File: config.mk
export PLATFORM = sky130hd
export DESIGN_NAME = tlb_xlate
export DESIGN_NICKNAME = d
export VERILOG_FILES = /design/src/rtl/tlb_pkg.sv /design/src/rtl/tlb_match.sv /design/src/rtl/tlb_victim.sv /design/src/rtl/tlb_xlate.sv
export SDC_FILE = /design/constraint.sdc
export NUM_CORES = 1
export LEC_CHECK = 0
export ABC_CLOCK_PERIOD_IN_PS = 4500
export BUFFER_PORTS_ARGS = -buffer_cell sky130_fd_sc_hd__clkbuf_2
export CAP_MARGIN = 15
export CORE_MARGIN = 3
export CORE_UTILIZATION = 36
export DETAILED_ROUTE_END_ITERATION = 10
export MAX_ROUTING_LAYER = met4
export PLACE_DENSITY = 0.5
export SETUP_SLACK_MARGIN = 0.2
export SYNTH_ARGS = -nofsm -noshare
export SYNTH_HDL_FRONTEND = slang
export SYNTH_SLANG_ARGS = --single-unit
export TNS_END_PERCENT = 100
File: constraint.sdc
create_clock -name clk -period 4.5 [get_ports clk]
set_input_delay 1.35 -clock clk [delete_from_list [all_inputs] [get_ports clk]]
set_output_delay 1.35 -clock clk [all_outputs]
set_load 0.02 [all_outputs]
File: src/rtl/tlb_pkg.sv
package tlb_pkg;
  localparam int VA_W  = 32;
  localparam int PA_W  = 30;
  localparam int OFF_W = 12;
  localparam int VPN_W = VA_W - OFF_W;
  localparam int PPN_W = PA_W - OFF_W;

  function automatic logic [VPN_W-1:0] page_of(input logic [VA_W-1:0] va);
    return va[VA_W-1:OFF_W];
  endfunction

  function automatic logic [PA_W-1:0] join_phys(input logic [PPN_W-1:0] ppn,
                                                input logic [VA_W-1:0]  va);
    return {ppn, va[OFF_W-1:0]};
  endfunction
endpackage

File: src/rtl/tlb_match.sv
module tlb_match
  import tlb_pkg::*;
#(
  parameter int N     = 16,
  parameter int IDX_W = $clog2(N)
) (
  input  logic [N-1:0]     valid_i,
  input  logic [VPN_W-1:0] tab_vpn_i [N],
  input  logic [VPN_W-1:0] vpn_i,
  output logic [N-1:0]     match_o,
  output logic             hit_o,
  output logic [IDX_W-1:0] idx_o
);
  for (genvar g = 0; g < N; g++) begin : g_cmp
    assign match_o[g] = valid_i[g] && (tab_vpn_i[g] == vpn_i);
  end

  assign hit_o = |match_o;

  always_comb begin
    idx_o = '0;
    for (int i = 0; i < N; i++)
      if (match_o[i]) idx_o = idx_o | IDX_W'(i);
  end
endmodule

File: src/rtl/tlb_victim.sv
module tlb_victim #(
  parameter int N     = 16,
  parameter int IDX_W = $clog2(N)
) (
  input  logic [N-1:0]     valid_i,
  input  logic [N-1:0]     ref_i,
  output logic [IDX_W-1:0] idx_o,
  output logic             wrap_o
);
  logic             any_free, any_cold;
  logic [IDX_W-1:0] free_idx, cold_idx;

  always_comb begin
    any_free = 1'b0;
    any_cold = 1'b0;
    free_idx = '0;
    cold_idx = '0;
    for (int i = N - 1; i >= 0; i--) begin
      if (!valid_i[i]) begin
        any_free = 1'b1;
        free_idx = IDX_W'(i);
      end
      if (!ref_i[i]) begin
        any_cold = 1'b1;
        cold_idx = IDX_W'(i);
      end
    end
  end

  assign wrap_o = !any_free && !any_cold;
  assign idx_o  = any_free ? free_idx : (any_cold ? cold_idx : '0);
endmodule

File: src/rtl/tlb_xlate.sv
module tlb_xlate
  import tlb_pkg::*;
#(
  parameter int ENTRIES = 16
) (
  input  logic             clk,
  input  logic             rst_n,
  input  logic             flush_i,
  input  logic             req_valid_i,
  input  logic [VA_W-1:0]  req_vaddr_i,
  input  logic             req_store_i,
  output logic             rsp_valid_o,
  output logic             rsp_hit_o,
  output logic [PA_W-1:0]  rsp_paddr_o,
  output logic             rsp_dirty_o,
  output logic             miss_o,
  output logic [VPN_W-1:0] miss_vpn_o,
  input  logic             refill_valid_i,
  input  logic [VPN_W-1:0] refill_vpn_i,
  input  logic [PPN_W-1:0] refill_ppn_i,
  input  logic             refill_present_i,
  output logic             fault_o
);
  localparam int IDX_W = $clog2(ENTRIES);

  logic [ENTRIES-1:0] valid_q, ref_q, dirty_q;
  logic [ENTRIES-1:0] valid_d, ref_d, dirty_d;
  logic [VPN_W-1:0]   vpn_q [ENTRIES];
  logic [PPN_W-1:0]   ppn_q [ENTRIES];

  // named internal events
  logic [ENTRIES-1:0] match_vec;
  logic               lookup_hit;
  logic [IDX_W-1:0]   hit_idx;
  logic [IDX_W-1:0]   victim_idx;
  logic               ref_wrap;
  logic               access_hit;
  logic               install;
  logic               raise_fault;

  tlb_match #(.N(ENTRIES), .IDX_W(IDX_W)) u_match (
    .valid_i   (valid_q),
    .tab_vpn_i (vpn_q),
    .vpn_i     (page_of(req_vaddr_i)),
    .match_o   (match_vec),
    .hit_o     (lookup_hit),
    .idx_o     (hit_idx)
  );

  tlb_victim #(.N(ENTRIES), .IDX_W(IDX_W)) u_victim (
    .valid_i (valid_q),
    .ref_i   (ref_q),
    .idx_o   (victim_idx),
    .wrap_o  (ref_wrap)
  );

  assign access_hit  = req_valid_i && lookup_hit;
  assign install     = refill_valid_i && refill_present_i && !flush_i;
  assign raise_fault = refill_valid_i && !refill_present_i;

  always_comb begin
    valid_d = valid_q;
    ref_d   = ref_q;
    dirty_d = dirty_q;
    if (access_hit) begin
      ref_d[hit_idx] = 1'b1;
      if (req_store_i) dirty_d[hit_idx] = 1'b1;
    end
    if (install) begin
      if (ref_wrap) ref_d = '0;
      ref_d[victim_idx]   = 1'b0;
      dirty_d[victim_idx] = 1'b0;
      valid_d[victim_idx] = 1'b1;
    end
    if (flush_i) begin
      valid_d = '0;
      ref_d   = '0;
      dirty_d = '0;
    end
  end

  always_ff @(posedge clk or negedge rst_n) begin
    if (!rst_n) begin
      valid_q <= '0;
      ref_q   <= '0;
      dirty_q <= '0;
    end else begin
      valid_q <= valid_d;
      ref_q   <= ref_d;
      dirty_q <= dirty_d;
    end
  end

  always_ff @(posedge clk) begin
    if (install) begin
      vpn_q[victim_idx] <= refill_vpn_i;
      ppn_q[victim_idx] <= refill_ppn_i;
    end
  end

  always_ff @(posedge clk or negedge rst_n) begin
    if (!rst_n) begin
      rsp_valid_o <= 1'b0;
      rsp_hit_o   <= 1'b0;
      rsp_paddr_o <= '0;
      rsp_dirty_o <= 1'b0;
      miss_o      <= 1'b0;
      miss_vpn_o  <= '0;
      fault_o     <= 1'b0;
    end else begin
      rsp_valid_o <= req_valid_i;
      rsp_hit_o   <= access_hit;
      rsp_paddr_o <= access_hit ? join_phys(ppn_q[hit_idx], req_vaddr_i) : '0;
      rsp_dirty_o <= access_hit && (dirty_q[hit_idx] || req_store_i);
      miss_o      <= req_valid_i && !lookup_hit;
      miss_vpn_o  <= page_of(req_vaddr_i);
      fault_o     <= raise_fault;
    end
  end

  // assertions
  assert_rsp_follows_req_R2: assert property (@(posedge clk) disable iff (!rst_n)
    req_valid_i |=> rsp_valid_o);
  assert_no_rsp_without_req_R2: assert property (@(posedge clk) disable iff (!rst_n)
    !req_valid_i |=> !rsp_valid_o);
  assert_offset_passthru_R2: assert property (@(posedge clk) disable iff (!rst_n)
    req_valid_i |=> (!rsp_hit_o || rsp_paddr_o[OFF_W-1:0] == $past(req_vaddr_i[OFF_W-1:0])));
  assert_miss_excl_R3: assert property (@(posedge clk) disable iff (!rst_n)
    !(rsp_hit_o && miss_o));
  assert_single_match_R4: assert property (@(posedge clk) disable iff (!rst_n)
    $onehot0(match_vec));
  assert_fault_pulse_R5: assert property (@(posedge clk) disable iff (!rst_n)
    raise_fault |=> fault_o);
  assert_fault_no_install_R5: assert property (@(posedge clk) disable iff (!rst_n)
    (raise_fault && !access_hit && !flush_i) |=> $stable(valid_q));
  assert_store_dirty_R6: assert property (@(posedge clk) disable iff (!rst_n)
    (access_hit && req_store_i) |=> rsp_dirty_o);
  assert_victim_free_R8: assert property (@(posedge clk) disable iff (!rst_n)
    !(&valid_q) |-> !valid_q[victim_idx]);
  assert_flush_clears_R10: assert property (@(posedge clk) disable iff (!rst_n)
    flush_i |=> (valid_q == '0));
endmodule

# Word-level counts from Yosys, hierarchy flattened

Memory sizes are Yosys's and may differ from the RTL's.
Cells that the tools add are included.

Register bits: 423
Memory bits (writable): 288
Logic and storage cells: 194
Memories: 1

$lt $le $gt $ge: 6
Eq/ne operators: 16
Multiplexer cells: 104
Bitwise operators: 7
Reductions and logical operators: 34

Memories:

| memory | words | bits a word | rd ports | clocked after memory_dff | write ports | RTL line        | RTL |
|---|---|---|---|---|---|---|---|
| ppn_q  | 16    | 18          | 1        | 0                        | 1           | tlb_xlate.sv:29 | `logic [PPN_W-1:0] ppn_q [ENTRIES];` |

Operators by type and width:

| operator             | count |
|---|---|
| $bwmux W320          | 1 |
| $eq A20 B20 Y1       | 16 |
| $mux W16             | 11 |
| $mux W4              | 42 |
| $demux W20 S4        | 1 |
| $or A16 B16 Y16      | 3 |
| $mux W1              | 38 |
| $and A16 B16 Y16     | 2 |
| $mux W30             | 1 |
| $logic_and A1 B1 Y1  | 26 |
| $mux W20             | 1 |
| $not A16 Y16         | 1 |
| $reduce_or A16 Y1    | 1 |
| $mux W3              | 4 |
| $lt A4 B5 Y1 const B | 2 |
| $demux W1 S4         | 2 |
| $ge A4 B1 Y1 const B | 2 |
| $ge A5 B5 Y1 const B | 1 |
| $logic_not A1 Y1     | 5 |
| $lt A5 B1 Y1 const B | 1 |
| $not A4 Y5           | 1 |
| $bmux W1 S4          | 1 |
| $mux W2              | 2 |
| $reduce_bool A2 Y1   | 1 |
| $logic_or A1 B1 Y1   | 1 |

# Depth between registers and ports, before layout

Gate-level depths: netlist of the first run.

Depth after elaboration: 28
Depth in mapped cells: 15

# Modules after synthesis

From an unflattened synthesis of the first run, not the netlist that was laid out.

Cells, all modules: 1585
Area total of the unflattened synthesis: 28609.9 sq um

Modules (own cells, without submodules):

| module     | times used | cells each | area each (sq um) | seq. area each (sq um) |
|---|---|---|---|---|
| tlb_xlate  | 1          | 1026       | 24143.2           | 20835.0 |
| tlb_match  | 1          | 496        | 4110.2            | 0.0 |
| tlb_victim | 1          | 63         | 356.6             | 0.0 |

# Worst setup path after synthesis of the first run

Ideal clock, no wire load.

Kind: input to register
Start: input flush_i
End: memory ppn_q[14][0] (netlist name), enable pin
Setup time: 0.433 ns
Arrival time: 3.735 ns
Path slack: 0.331 ns
Cell stages on the path: 6
Buffers on the path: 1
Cell sequence: buf_1 -> nor2_1 -> nand2_1 -> nor2_1 -> nand2_1 -> nor2_1

Longest elaborated chain between the ends: 4

Ends and longest elaborated chain:

| item                          | RTL line        | RTL |
|---|---|---|
| start, declared               | tlb_xlate.sv:8  | `input logic flush_i,` |
| $logic_not A1 Y1              | tlb_xlate.sv:58 | `assign install = refill_valid_i && refill_present_i && !flush_i;` |
| $logic_and A1 B1 Y1           | tlb_xlate.sv:58 |  |
| $mux W1                       | tlb_xlate.sv:95 | `if (install) begin` |
| $mux W1 (not written as such) | tlb_xlate.sv:97 | `ppn_q[victim_idx] <= refill_ppn_i;` |
| end, declared                 | tlb_xlate.sv:29 |  |

No other way between the ends.

# Final worst setup path of the first run

Start: input req_vaddr_i[27]
End: register rsp_paddr_o[21]

Longest elaborated chain between the ends: 19
Elaborated cells between the ends (all ways): 51
Classes of those cells: eq/ne (16); mux (16); reduce/logical (18); memory (1)

Ends and longest elaborated chain:

| item                 | RTL line         | RTL |
|---|---|---|
| start, declared      | tlb_xlate.sv:10  | `input logic [VA_W-1:0] req_vaddr_i,` |
| $eq A20 B20 Y1       | tlb_match.sv:15  | `assign match_o[g] = valid_i[g] && (tab_vpn_i[g] == vpn_i);` |
| $logic_and A1 B1 Y1  | tlb_match.sv:15  |  |
| $mux W1              | tlb_match.sv:23  | `if (match_o[i]) idx_o = idx_o \| IDX_W'(i);` |
| $mux W2 (2 in a row) | tlb_match.sv:23  |  |
| $mux W3 (4 in a row) | tlb_match.sv:23  |  |
| $mux W4 (8 in a row) | tlb_match.sv:23  |  |
| $mem_v2 Z16 W18      | -                |  |
| $mux W30 (*)         | tlb_xlate.sv:113 | `rsp_paddr_o <= access_hit ? join_phys(ppn_q[hit_idx], req_vaddr_i) : '0;` |
| end signal, assigned | tlb_xlate.sv:113 |  |
| end, declared        | tlb_xlate.sv:14  | `output logic [PA_W-1:0] rsp_paddr_o,` |

Every way passes the cells marked *; elsewhere a longest branch is shown, timed or not.
A chain may end at the register's enable or synchronous reset.

==> flow_metrics.env, run 1 <==
export IMPL_status="completed"
export IMPL_hold_path_class="flip-flop to flip-flop"
export IMPL_io_pin_count=132
export IMPL_whs_endpoint="dirty_q[7]$_DFF_PN0_"
export IMPL_ant_nets=0
export IMPL_synth_seq_cells=711
export IMPL_rsz0062_at_grt="false"
export IMPL_pwr_share_seq_pct=51.1
export IMPL_relSlewSlack_pct=42.69
export IMPL_fin_crit_sh_pct=90.92
export IMPL_drc=0
export IMPL_start_util_pct=36.53
export IMPL_synthSimpleGateAreaFrac_pct=7.734
export IMPL_combPwrFrac_pct=4.9
export IMPL_die_area_sq_um=87230
export IMPL_worstHoldStart="dirty_q[7]$_DFF_PN0_"
export IMPL_core_area_sq_um=82500
export IMPL_synthCells=1947
export IMPL_die_w_microns=295.4
export IMPL_r2r_start="valid_q[15]$_DFFE_PN0P_"
export IMPL_yosys_warnings=0
export IMPL_placed_cells=3186
export IMPL_leakage_uw=0.01322
export IMPL_yosysTopAreaCellShare_pct=60.58
export IMPL_timing_hold_ws_ps=575.4
export IMPL_postCtsSetupBuffers=0
export IMPL_internal_power_uw=11020
export IMPL_clock_root_buffer="clkbuf_16"
export IMPL_worstMarginPinSlew_ps=853.8
export IMPL_grt_max_degree=69
export IMPL_dr_pass1_iters=5
export IMPL_multi_input_area_sq_um=8683
export IMPL_synth_ff_type="edfxtp_1"
export IMPL_syn_nets=2024
export IMPL_synth_compound_area_share_pct=4.575
export IMPL_pwr_share_clk_pct=44.0
export IMPL_synth_area_top_cells="edfxtp_1, dfrtp_1, xnor2_1, mux2i_1, xor2_1"
export IMPL_final_net_count=2272
export IMPL_h_tree_depth=3
export IMPL_critPathKind="input port to flip-flop"
export IMPL_wire_per_inst_microns=27.11
export IMPL_cts_repair_resized=0
export IMPL_synthArstFlopShare_pct=14.49
export IMPL_synth_area_sq_um=30140
export IMPL_p_switching_uw=3070
export IMPL_cts_buffers=77
export IMPL_synth_top_family_by_area="XOR/XNOR gates"
export IMPL_netSwitchingFraction_pct=21.79
export IMPL_routed_wl_microns=90260
export IMPL_grt_pass1_wl_microns=130100
export IMPL_via_per_inst=5.421
export IMPL_holdBufCountCts=0
export IMPL_ys_types=70
export IMPL_layout_commonest_cell="edfxtp_1"
export IMPL_dpl_hpwl_microns=56150
export IMPL_drv_slew=0
export IMPL_cts_tree="done"
export IMPL_r2r_setup_slack_ps=920
export IMPL_end_kind="flip-flop"
export IMPL_hold_viol_final=0
export IMPL_synth_xor_xnor_area_share_pct=9.681
export IMPL_final_seq_area_sq_um=20840
export IMPL_stdcell_count=3329
export IMPL_power_density_nw_per_um2=394.6
export IMPL_clkSinkCount=711
export IMPL_max_freq_ghz=0.2444
export IMPL_fillers=7374
export IMPL_finClkSkew_ps=25.52
export IMPL_holdPathStages=2
export IMPL_setup_viol=0
export IMPL_vdd_ir_drop_worst_mv=0.2718
export IMPL_gp_congestion=0.8721
export IMPL_areaGrowthSynthToFinish_pct=18.42
export IMPL_ys_seq_area_share_pct=69.13
export IMPL_antenna_found_initial=3
export IMPL_drtIter0Drc=1766
export IMPL_worstReg2RegEnd="ppn_q[4][1]$_DFFE_PP_"
export IMPL_rows=105
export IMPL_worstSetupStartpointType="input port"
export IMPL_grt_ovfl_total=0
export IMPL_cap_violations=0
export IMPL_die_y_microns=295.4
export IMPL_vias=18050
export IMPL_layout_drive_gt1_share_pct=19.57
export IMPL_worstRegToRegCells=8
export IMPL_io_buffers=131
export IMPL_synth_avg_cell_area_sq_um=15.48
export IMPL_cp_max_fo=11
export IMPL_mostFrequentLayoutCells="edfxtp_1, xnor2_1, mux2i_1"
export IMPL_grt_use_total_pct=21.37
export IMPL_synth_edff_count=608
export IMPL_cts_buffer_depth=3
export IMPL_grt_pass1_vias=18110
export IMPL_min_period_ps=4091
export IMPL_clock_latency_ps=620
export IMPL_synth_adder_area_share_pct=0
export IMPL_crit_arrival_ps=4620
export IMPL_yosysTopAreaCell="edfxtp_1"
export IMPL_muxShareOfSynthArea_pct=6.210
export IMPL_critPathRequiredTime_ps=5030
export IMPL_path_clk_slew_ps=60
-- Yosys cell counts (all sizes together), types with 8 or more instances --
| library cell | count |
|---|---|
| a211oi | 22 |
| a21oi | 48 |
| a221oi | 18 |
| a22oi | 8 |
| a31oi | 14 |
| a32oi | 18 |
| and2 | 16 |
| and3 | 14 |
| buf | 71 |
| clkbuf | 17 |
| dfrtp | 103 |
| edfxtp | 608 |
| inv | 25 |
| mux2i | 187 |
| nand2 | 70 |
| nand3 | 48 |
| nand4 | 97 |
| nor2 | 58 |
| nor3 | 15 |
| nor3b | 12 |
| nor4 | 50 |
| o21ai | 36 |
| o22ai | 16 |
| or2 | 13 |
| xnor2 | 237 |
| xor2 | 85 |
-- sequential cells by signal (all words and copies together), names as in the netlist --
name,cells
dirty_q,16
fault_o,1
rsp_hit_o,1
ref_q,16
miss_o,1
vpn_q,320
miss_vpn_o,20
rsp_paddr_o,30
rsp_valid_o,1
ppn_q,288
rsp_dirty_o,1
valid_q,16
-- metal layers --
metal	GRT usage, %	up-vias	wire, microns
li1	-	7931	-
met1	29.86	9341	40840
met2	33.19	647	42290
met3	2.817	127	5385
met4	5.426	0	1748
met5	-	-	0
-- worst max-delay path by stage --
| stage | startpoint | to | cells after the start |
|---|---|---|---|
| 6_report | req_vaddr_i[27] | rsp_paddr_o[21]$_DFF_PN0_ | 13 |
| 5_1_grt | req_vaddr_i[27] | rsp_paddr_o[21]$_DFF_PN0_ | 13 |
| 4_1_cts | req_vaddr_i[22] | rsp_paddr_o[18]$_DFF_PN0_ | 13 |
| 3_5_place_dp | req_vaddr_i[22] | rsp_paddr_o[21]$_DFF_PN0_ | 13 |
| 3_3_place_gp | req_vaddr_i[22] | rsp_paddr_o[15]$_DFF_PN0_ | 13 |
| 2_1_floorplan | flush_i | ppn_q[14][0]$_DFFE_PP_ | 6 |
-- area by class of cell --
type                    count  area share, %
flip-flops and latches    711          58.38
multi-input cells        1123          24.33
repair buffers            257          6.352
clock buffers             102          5.949
well taps                1070          3.751
clock inverters            40         0.9711
inverters                  25         0.2629
diodes                      1       0.007011
-- cells by family (layout without fill, tap and decap cells) --
kind of cell	count (synthesis)	count (layout)
AOI/OAI and AO/OA	204	204
xor gates and xnor gates	322	322
muxes	187	187
buffers and inverters	113	424
and+or+nand+nor	410	410
DFF	711	711
other	0	1
-- critical path, cell delays in order --
cell and delay, ps:
clkbuf_2 370, buf_4 320, xnor2_1 200, nand4_1 170
nor4_2 420, nand2_1 260, and3_4 230, and2_4 240
buf_4 240, mux2i_1 130, a221oi_1 370, o21ai_1 140
a21oi_1 170
-- metrics by stage --
step / instance area, sq um / setup TNS [ps] / power [uW] / setup WS [ps] / utilization, %
floorplan: 30140 / 0 / 7653 / 331.3 / -
global placement: 33210 / -5401 / 8021 / -351.9 / 40.25
detailed placement: 33210 / -5384 / 8026 / -342.3 / 40.25
CTS: 35680 / 0 / 14230 / 293.5 / 43.25
global route: 35690 / 0 / 14540 / 236.9 / 43.26
finish: 35690 / 0 / 14090 / 408.5 / 43.26
-- power groups by stage --
| stage | Clock (uW) | Combinational [uW] | Sequential [uW] |
|---|---|---|---|
| 5_1_grt | 6610 | 735 | 7190 |
| 6_report | 6190 | 695 | 7200 |
| 3_3_place_gp | 0 | 690 | 7330 |
| 3_5_place_dp | 0 | 694 | 7330 |
| 4_1_cts | 6340 | 696 | 7200 |
| 2_1_floorplan | 0 | 307 | 7350 |
No activity file was read; power rests on OpenSTA's default activity.
==> run 2, diff against run 1 <==
--- a/config.mk
+++ b/config.mk
@@ -13,6 +13,7 @@
 export DETAILED_ROUTE_END_ITERATION = 10
 export MAX_ROUTING_LAYER = met4
 export PLACE_DENSITY = 0.5
+export REMOVE_ABC_BUFFERS = 1
 export SETUP_SLACK_MARGIN = 0.2
 export SYNTH_ARGS = -nofsm -noshare
 export SYNTH_HDL_FRONTEND = slang
==> run 2 against run 1 <==
Compared with the run above:
- utilization shrank 0.097 points
- highest routed layer unchanged
- setup slack gained 74 ps
- combinational power shrank 2%
- clock power is essentially flat
- sequential share of layout area grew 0.13 points
- flip-flop and latch count is the same
- clock skew grew 12 ps
- non-clock buffer count grew 21
- critical path depth grew 1
- hold slack lost 1.4 ps
==> flow_metrics.env, run 2 (synthesis gave the netlist of run 1 again) <==
export IMPL_clock_root_buffer="clkbuf_16"
export IMPL_routed_wl_microns=91540
export IMPL_grt_pass1_wl_microns=131200
export IMPL_crit_arrival_ps=4510
export IMPL_grt_pass1_vias=18510
export IMPL_drc=0
export IMPL_max_flop_register="vpn_q"
export IMPL_antenna_found_initial=2
export IMPL_reg_top3="vpn_q x320, ppn_q x288, rsp_paddr_o x30"
export IMPL_die_area_sq_um=87230
export IMPL_largest_register_ffs=320
export IMPL_cts_buffers=79
export IMPL_max_freq_ghz=0.2489
export IMPL_h_tree_depth=3
export IMPL_path_clk_slew_ps=60
export IMPL_clock_latency_ps=640
export IMPL_cap_violations=0
export IMPL_final_net_count=2295
export IMPL_clkSinkCount=711
export IMPL_drv_slew=0
export IMPL_power_density_nw_per_um2=395.6
export IMPL_grt_use_total_pct=21.48
export IMPL_r2r_setup_slack_ps=900
export IMPL_cp_max_fo=22
export IMPL_critPathRequiredTime_ps=4990
export IMPL_setup_viol=0
export IMPL_timing_hold_ws_ps=573.9
export IMPL_cts_buffer_depth=3
export IMPL_hold_viol_final=0
export IMPL_cts_repair_resized=0
export IMPL_worstSetupStartpointType="input port"
export IMPL_dpl_hpwl_microns=56410
export IMPL_worstMarginPinSlew_ps=800.8
export IMPL_die_w_microns=295.4
export IMPL_finClkSkew_ps=37.09
export IMPL_layout_commonest_cell="edfxtp_1"
export IMPL_rsz0062_at_grt="false"
export IMPL_vias=18090
export IMPL_ant_nets=0
export IMPL_leakage_uw=0.01323
export IMPL_gp_congestion=0.8557
export IMPL_layout_drive_gt1_share_pct=20.25
export IMPL_critPathKind="input port to flip-flop"
export IMPL_place_ws_ps=-131.2
export IMPL_status="completed"
export IMPL_finalWorstSetupSlack_ps=482.1
export IMPL_hold_path_class="flip-flop to flip-flop"
export IMPL_relSlewSlack_pct=46.62
export IMPL_areaGrowthSynthToFinish_pct=18.15
export IMPL_start_util_pct=36.53
export IMPL_min_period_ps=4018
export IMPL_end_kind="flip-flop"
export IMPL_vdd_ir_drop_worst_mv=0.3972
export IMPL_drtIter0Drc=1527
export IMPL_io_pin_count=132
export IMPL_via_per_inst=5.395
export IMPL_mostFrequentLayoutCells="edfxtp_1, xnor2_1, mux2i_1"
export IMPL_wire_per_inst_microns=27.30
export IMPL_holdBufCountCts=0
export IMPL_dr_pass1_iters=5
export IMPL_core_area_sq_um=82500
export IMPL_grt_max_degree=55
export IMPL_cts_tree="done"
export IMPL_fin_crit_sh_pct=89.29
export IMPL_postCtsSetupBuffers=0
export IMPL_rows=105
export IMPL_io_buffers=131
export IMPL_grt_ovfl_total=0
export IMPL_die_y_microns=295.4
-- run 2: changes by cell type in the layout (fill, tap and decap cells not counted), moves of 3 or more --
| cell | delta |
|---|---|
| buf_4 | +42 |
| buf_12 | -21 |
| clkinv_1 | -5 |
| clkbuf_1 | +7 |
| clkinv_16 | +3 |
| bufinv_16 | -3 |
-- run 2: per-layer routing --
layer	global-route usage (%)	wire length [microns]	vias up
li1	-	-	7970
met2	35.07	44900	617
met1	28.16	39590	9361
met4	5.874	2348	0
met3	3.102	4705	140
met5	-	0	-
-- run 2: path summary, 6_finish.rpt --
path,startpoint,end,cells past startpoint
worst max-delay path,req_vaddr_i[25],rsp_paddr_o[27]$_DFF_PN0_,14
worst min-delay path,dirty_q[7]$_DFF_PN0_,dirty_q[7]$_DFF_PN0_,2
worst max register to register,valid_q[13]$_DFFE_PN0P_,vpn_q[170]$_DFFE_PP_,12
worst min register to register,dirty_q[7]$_DFF_PN0_,dirty_q[7]$_DFF_PN0_,2
max in group asynchronous,rst_n,valid_q[7]$_DFFE_PN0P_,2
min in group asynchronous,rst_n,miss_vpn_o[9]$_DFF_PN0_,1
-- run 2: through the flow --
stage / utilization (%) / area, sq um / power, uW / instances / TNS, ps
after floorplan: - / 29430 / 7559 / 1859 / -135750
after global placement: 40.13 / 33110 / 8006 / 3207 / -3810
after detailed placement: 40.13 / 33110 / 8011 / 3207 / -2026
after CTS: 43.16 / 35610 / 14230 / 3351 / 0
after global routing: 43.16 / 35610 / 14540 / 3352 / 0
final: 43.16 / 35610 / 14090 / 3353 / 0
-- run 2: critical path, stage by stage --
cell and delay [ps]:
clkbuf_2 240, buf_4 220, xor2_1 330, nor4_1 100, and3_1 190, a22oi_1 490, nand3_1 260, buf_4 240
nor2_4 180, buf_12 240, mux2i_1 210, mux2i_1 90, o21ai_1 210, a21oi_1 100
-- run 2: power breakdown --
group / switching, uW / total, uW / internal (uW) / leakage, uW
combinational: 474 / 678 / 204 / 0.00516
clock: 2680 / 6210 / 3530 / 0.00121
sequential: 9.31 / 7200 / 7190 / 0.00686
total: 3160 / 14100 / 10900 / 0.0132
-- run 2: cell type report --
cell class	instances	area (sq um)
clock inverters	33	321.6
fillers	7478	46890
flip-flops and latches	711	20840
multi-input cells	1123	8677
clock buffers	111	2177
well taps	1070	1339
diodes	2	5.005
inverters	25	93.84
repair buffers	278	2162
==> run 3, diff against run 2 <==
--- a/config.mk
+++ b/config.mk
@@ -5,7 +5,7 @@
 export SDC_FILE = /design/constraint.sdc
 export NUM_CORES = 1
 export LEC_CHECK = 0
-export ABC_CLOCK_PERIOD_IN_PS = 4500
+export ABC_CLOCK_PERIOD_IN_PS = 3800
 export BUFFER_PORTS_ARGS = -buffer_cell sky130_fd_sc_hd__clkbuf_2
 export CAP_MARGIN = 15
 export CORE_MARGIN = 3
==> constraint.sdc (replaced) <==
create_clock -name clk -period 3.8 [get_ports clk]
set_input_delay 1.14 -clock clk [delete_from_list [all_inputs] [get_ports clk]]
set_output_delay 1.14 -clock clk [all_outputs]
set_load 0.02 [all_outputs]
==> run 3 against run 2 <==
Compared with the run above:
- sequential share of layout area shrank 2.7 points
- critical path depth down 2
- die area is the same
- non-clock buffer count up 158
- clock power rose by 23%
- routed wire length hardly changed
- utilization is 2.1 points higher
- combinational power grew 38%
==> flow_metrics.env, run 3 (synthesis gave the netlist of run 1 again) <==
export IMPL_relSlewSlack_pct=49.27
export IMPL_h_tree_depth=3
export IMPL_routed_wl_microns=91560
export IMPL_worstMarginPinSlew_ps=761.0
export IMPL_fin_crit_sh_pct=92.39
export IMPL_crit_start="req_vaddr_i[28]"
export IMPL_layout_commonest_cell="edfxtp_1"
export IMPL_cp_max_fo=7
export IMPL_holdBufCountCts=0
export IMPL_hold_path_class="input port to asynchronous set/reset pin"
export IMPL_critPathRequiredTime_ps=4300
export IMPL_grt_pass1_vias=18820
export IMPL_largest_register_ffs=320
export IMPL_setup_tns_ps=0
export IMPL_clock_latency_ps=650
export IMPL_reg_top3="vpn_q x320, ppn_q x288, rsp_paddr_o x30"
export IMPL_io_pin_count=132
export IMPL_max_flop_register="vpn_q"
export IMPL_utilization_pct=45.21
export IMPL_rows=105
export IMPL_clock_root_buffer="clkbuf_16"
export IMPL_max_freq_ghz=0.2848
export IMPL_place_ws_ps=-634.3
export IMPL_drv_slew=0
export IMPL_gp_congestion=0.8552
export IMPL_cts_buffer_depth=3
export IMPL_core_area_sq_um=82500
export IMPL_grt_max_degree=61
export IMPL_path_clk_slew_ps=60
export IMPL_dr_pass1_iters=5
export IMPL_critPathKind="input port to flip-flop"
export IMPL_cp_common_cell="buf_4"
export IMPL_min_period_ps=3511
export IMPL_power_density_nw_per_um2=458.4
export IMPL_via_per_inst=5.290
export IMPL_start_util_pct=36.53
export IMPL_clkSinkCount=711
export IMPL_dpl_cell_area_sq_um=34530
export IMPL_rsz0062_at_grt="true"
export IMPL_dpl_hpwl_microns=58150
export IMPL_path_cells="clkbuf_2, buf_4, xnor2_1, and3_1, a22oi_1, and3_4, and2_4, buf_4, mux2i_1, nand2_1, a311oi_1, o21ai_1"
export IMPL_fin_total_pwr_uw=17100
export IMPL_grt_pass1_wl_microns=131000
export IMPL_vdd_ir_drop_worst_mv=0.3504
export IMPL_antenna_found_initial=3
export IMPL_drtIter0Drc=1488
export IMPL_areaGrowthSynthToFinish_pct=23.76
export IMPL_status="completed"
export IMPL_worstSetupStartpointType="input port"
export IMPL_cts_buffers=80
export IMPL_crit_arrival_ps=4010
export IMPL_design_area_sq_um=37300
export IMPL_grt_ovfl_total=0
export IMPL_die_y_microns=295.4
export IMPL_die_area_sq_um=87230
export IMPL_layout_drive_gt1_share_pct=26.13
export IMPL_final_net_count=2455
export IMPL_leakage_uw=0.01421
export IMPL_hold_viol_final=0
export IMPL_critPathMaxStageDelay_ps=350
export IMPL_cap_violations=0
export IMPL_finClkSkew_ps=43.13
export IMPL_io_buffers=131
export IMPL_diodes=0
export IMPL_finalWorstSetupSlack_ps=289.4
export IMPL_drc=0
export IMPL_wire_per_inst_microns=26.07
export IMPL_vias=18580
export IMPL_grt_use_total_pct=21.51
export IMPL_cts_tree="done"
export IMPL_setup_viol=0
export IMPL_die_w_microns=295.4
export IMPL_mostFrequentLayoutCells="edfxtp_1, buf_4, xnor2_1"
export IMPL_critPathSlowestCell="a22oi_1"
export IMPL_r2r_start="valid_q[13]$_DFFE_PN0P_"
export IMPL_end_kind="flip-flop"
export IMPL_ant_nets=0
[run 3: cell types whose count changed in the layout (fill, tap and decap cells not counted), moves of 4 or more]
cell,previous run,this run
clkinv_2,11,15
buf_4,116,250
nor4_1,40,36
clkbuf_1,24,14
clkinv_1,10,15
buf_12,32,53
[run 3: critical path: cells and delay by family]
family | cells | cell delay (ps)
and+or+nand+nor | 4 | 890
buffers and inverters | 3 | 790
AOI/OAI and AO/OA | 3 | 770
xor gates and xnor gates | 1 | 190
muxes | 1 | 240
[run 3: worst paths after layout]
path                            cells past startpoint  slack [ps]                      end
min in group clk                                    2         590     dirty_q[8]$_DFF_PN0_
worst min-delay path                                1         410  miss_vpn_o[1]$_DFF_PN0_
max in group asynchronous                           2        2560   valid_q[0]$_DFFE_PN0P_
worst max-delay path                               12         290    rsp_dirty_o$_DFF_PN0_
worst min register to register                      2         590     dirty_q[8]$_DFF_PN0_
worst max register to register                     12         380  ppn_q[13][17]$_DFFE_PP_
[run 3: stage by stage]
stage / hold slack, ps / cells
2_1_floorplan: 523.5 / 1859
3_3_place_gp: 575.4 / 3360
3_5_place_dp: 577.2 / 3361
4_1_cts: 387.8 / 3507
5_1_grt: 403.7 / 3512
6_report: 410.0 / 3512
[run 3: timing repair]
item | CTS | global route
resized for setup | 2 | 15
pin swaps | 2 | 4
gates cloned | 0 | 1
hold endpoints to repair | 0 | 0
buffers inserted | 0 | 4
setup endpoints to repair | 35 | 44
[run 3: power breakdown]
group	total (uW)	internal, uW	switching [uW]
Sequential	8520	8510	10.8
Clock	7640	4390	3250
Combinational	938	349	589
[run 3: final cells by class]
class,instances,area (sq um)
Clock buffer,100,2137
Clock inverter,46,490.5
Fill cell,7333,45200
Inverter,25,93.84
Multi-Input combinational cell,1124,8781
Sequential cell,711,20840
Tap cell,1070,1339
Timing Repair Buffer,436,3626
[run 3: layer usage]
layer | part of all wire (%) | GRT usage (%) | vias up
met3 | 5.1 | 3.057 | 138
met5 | 0 | - | -
li1 | - | - | 8294
met2 | 50 | 35.97 | 546
met4 | 2.7 | 5.910 | 0
met1 | 42 | 27.50 | 9600
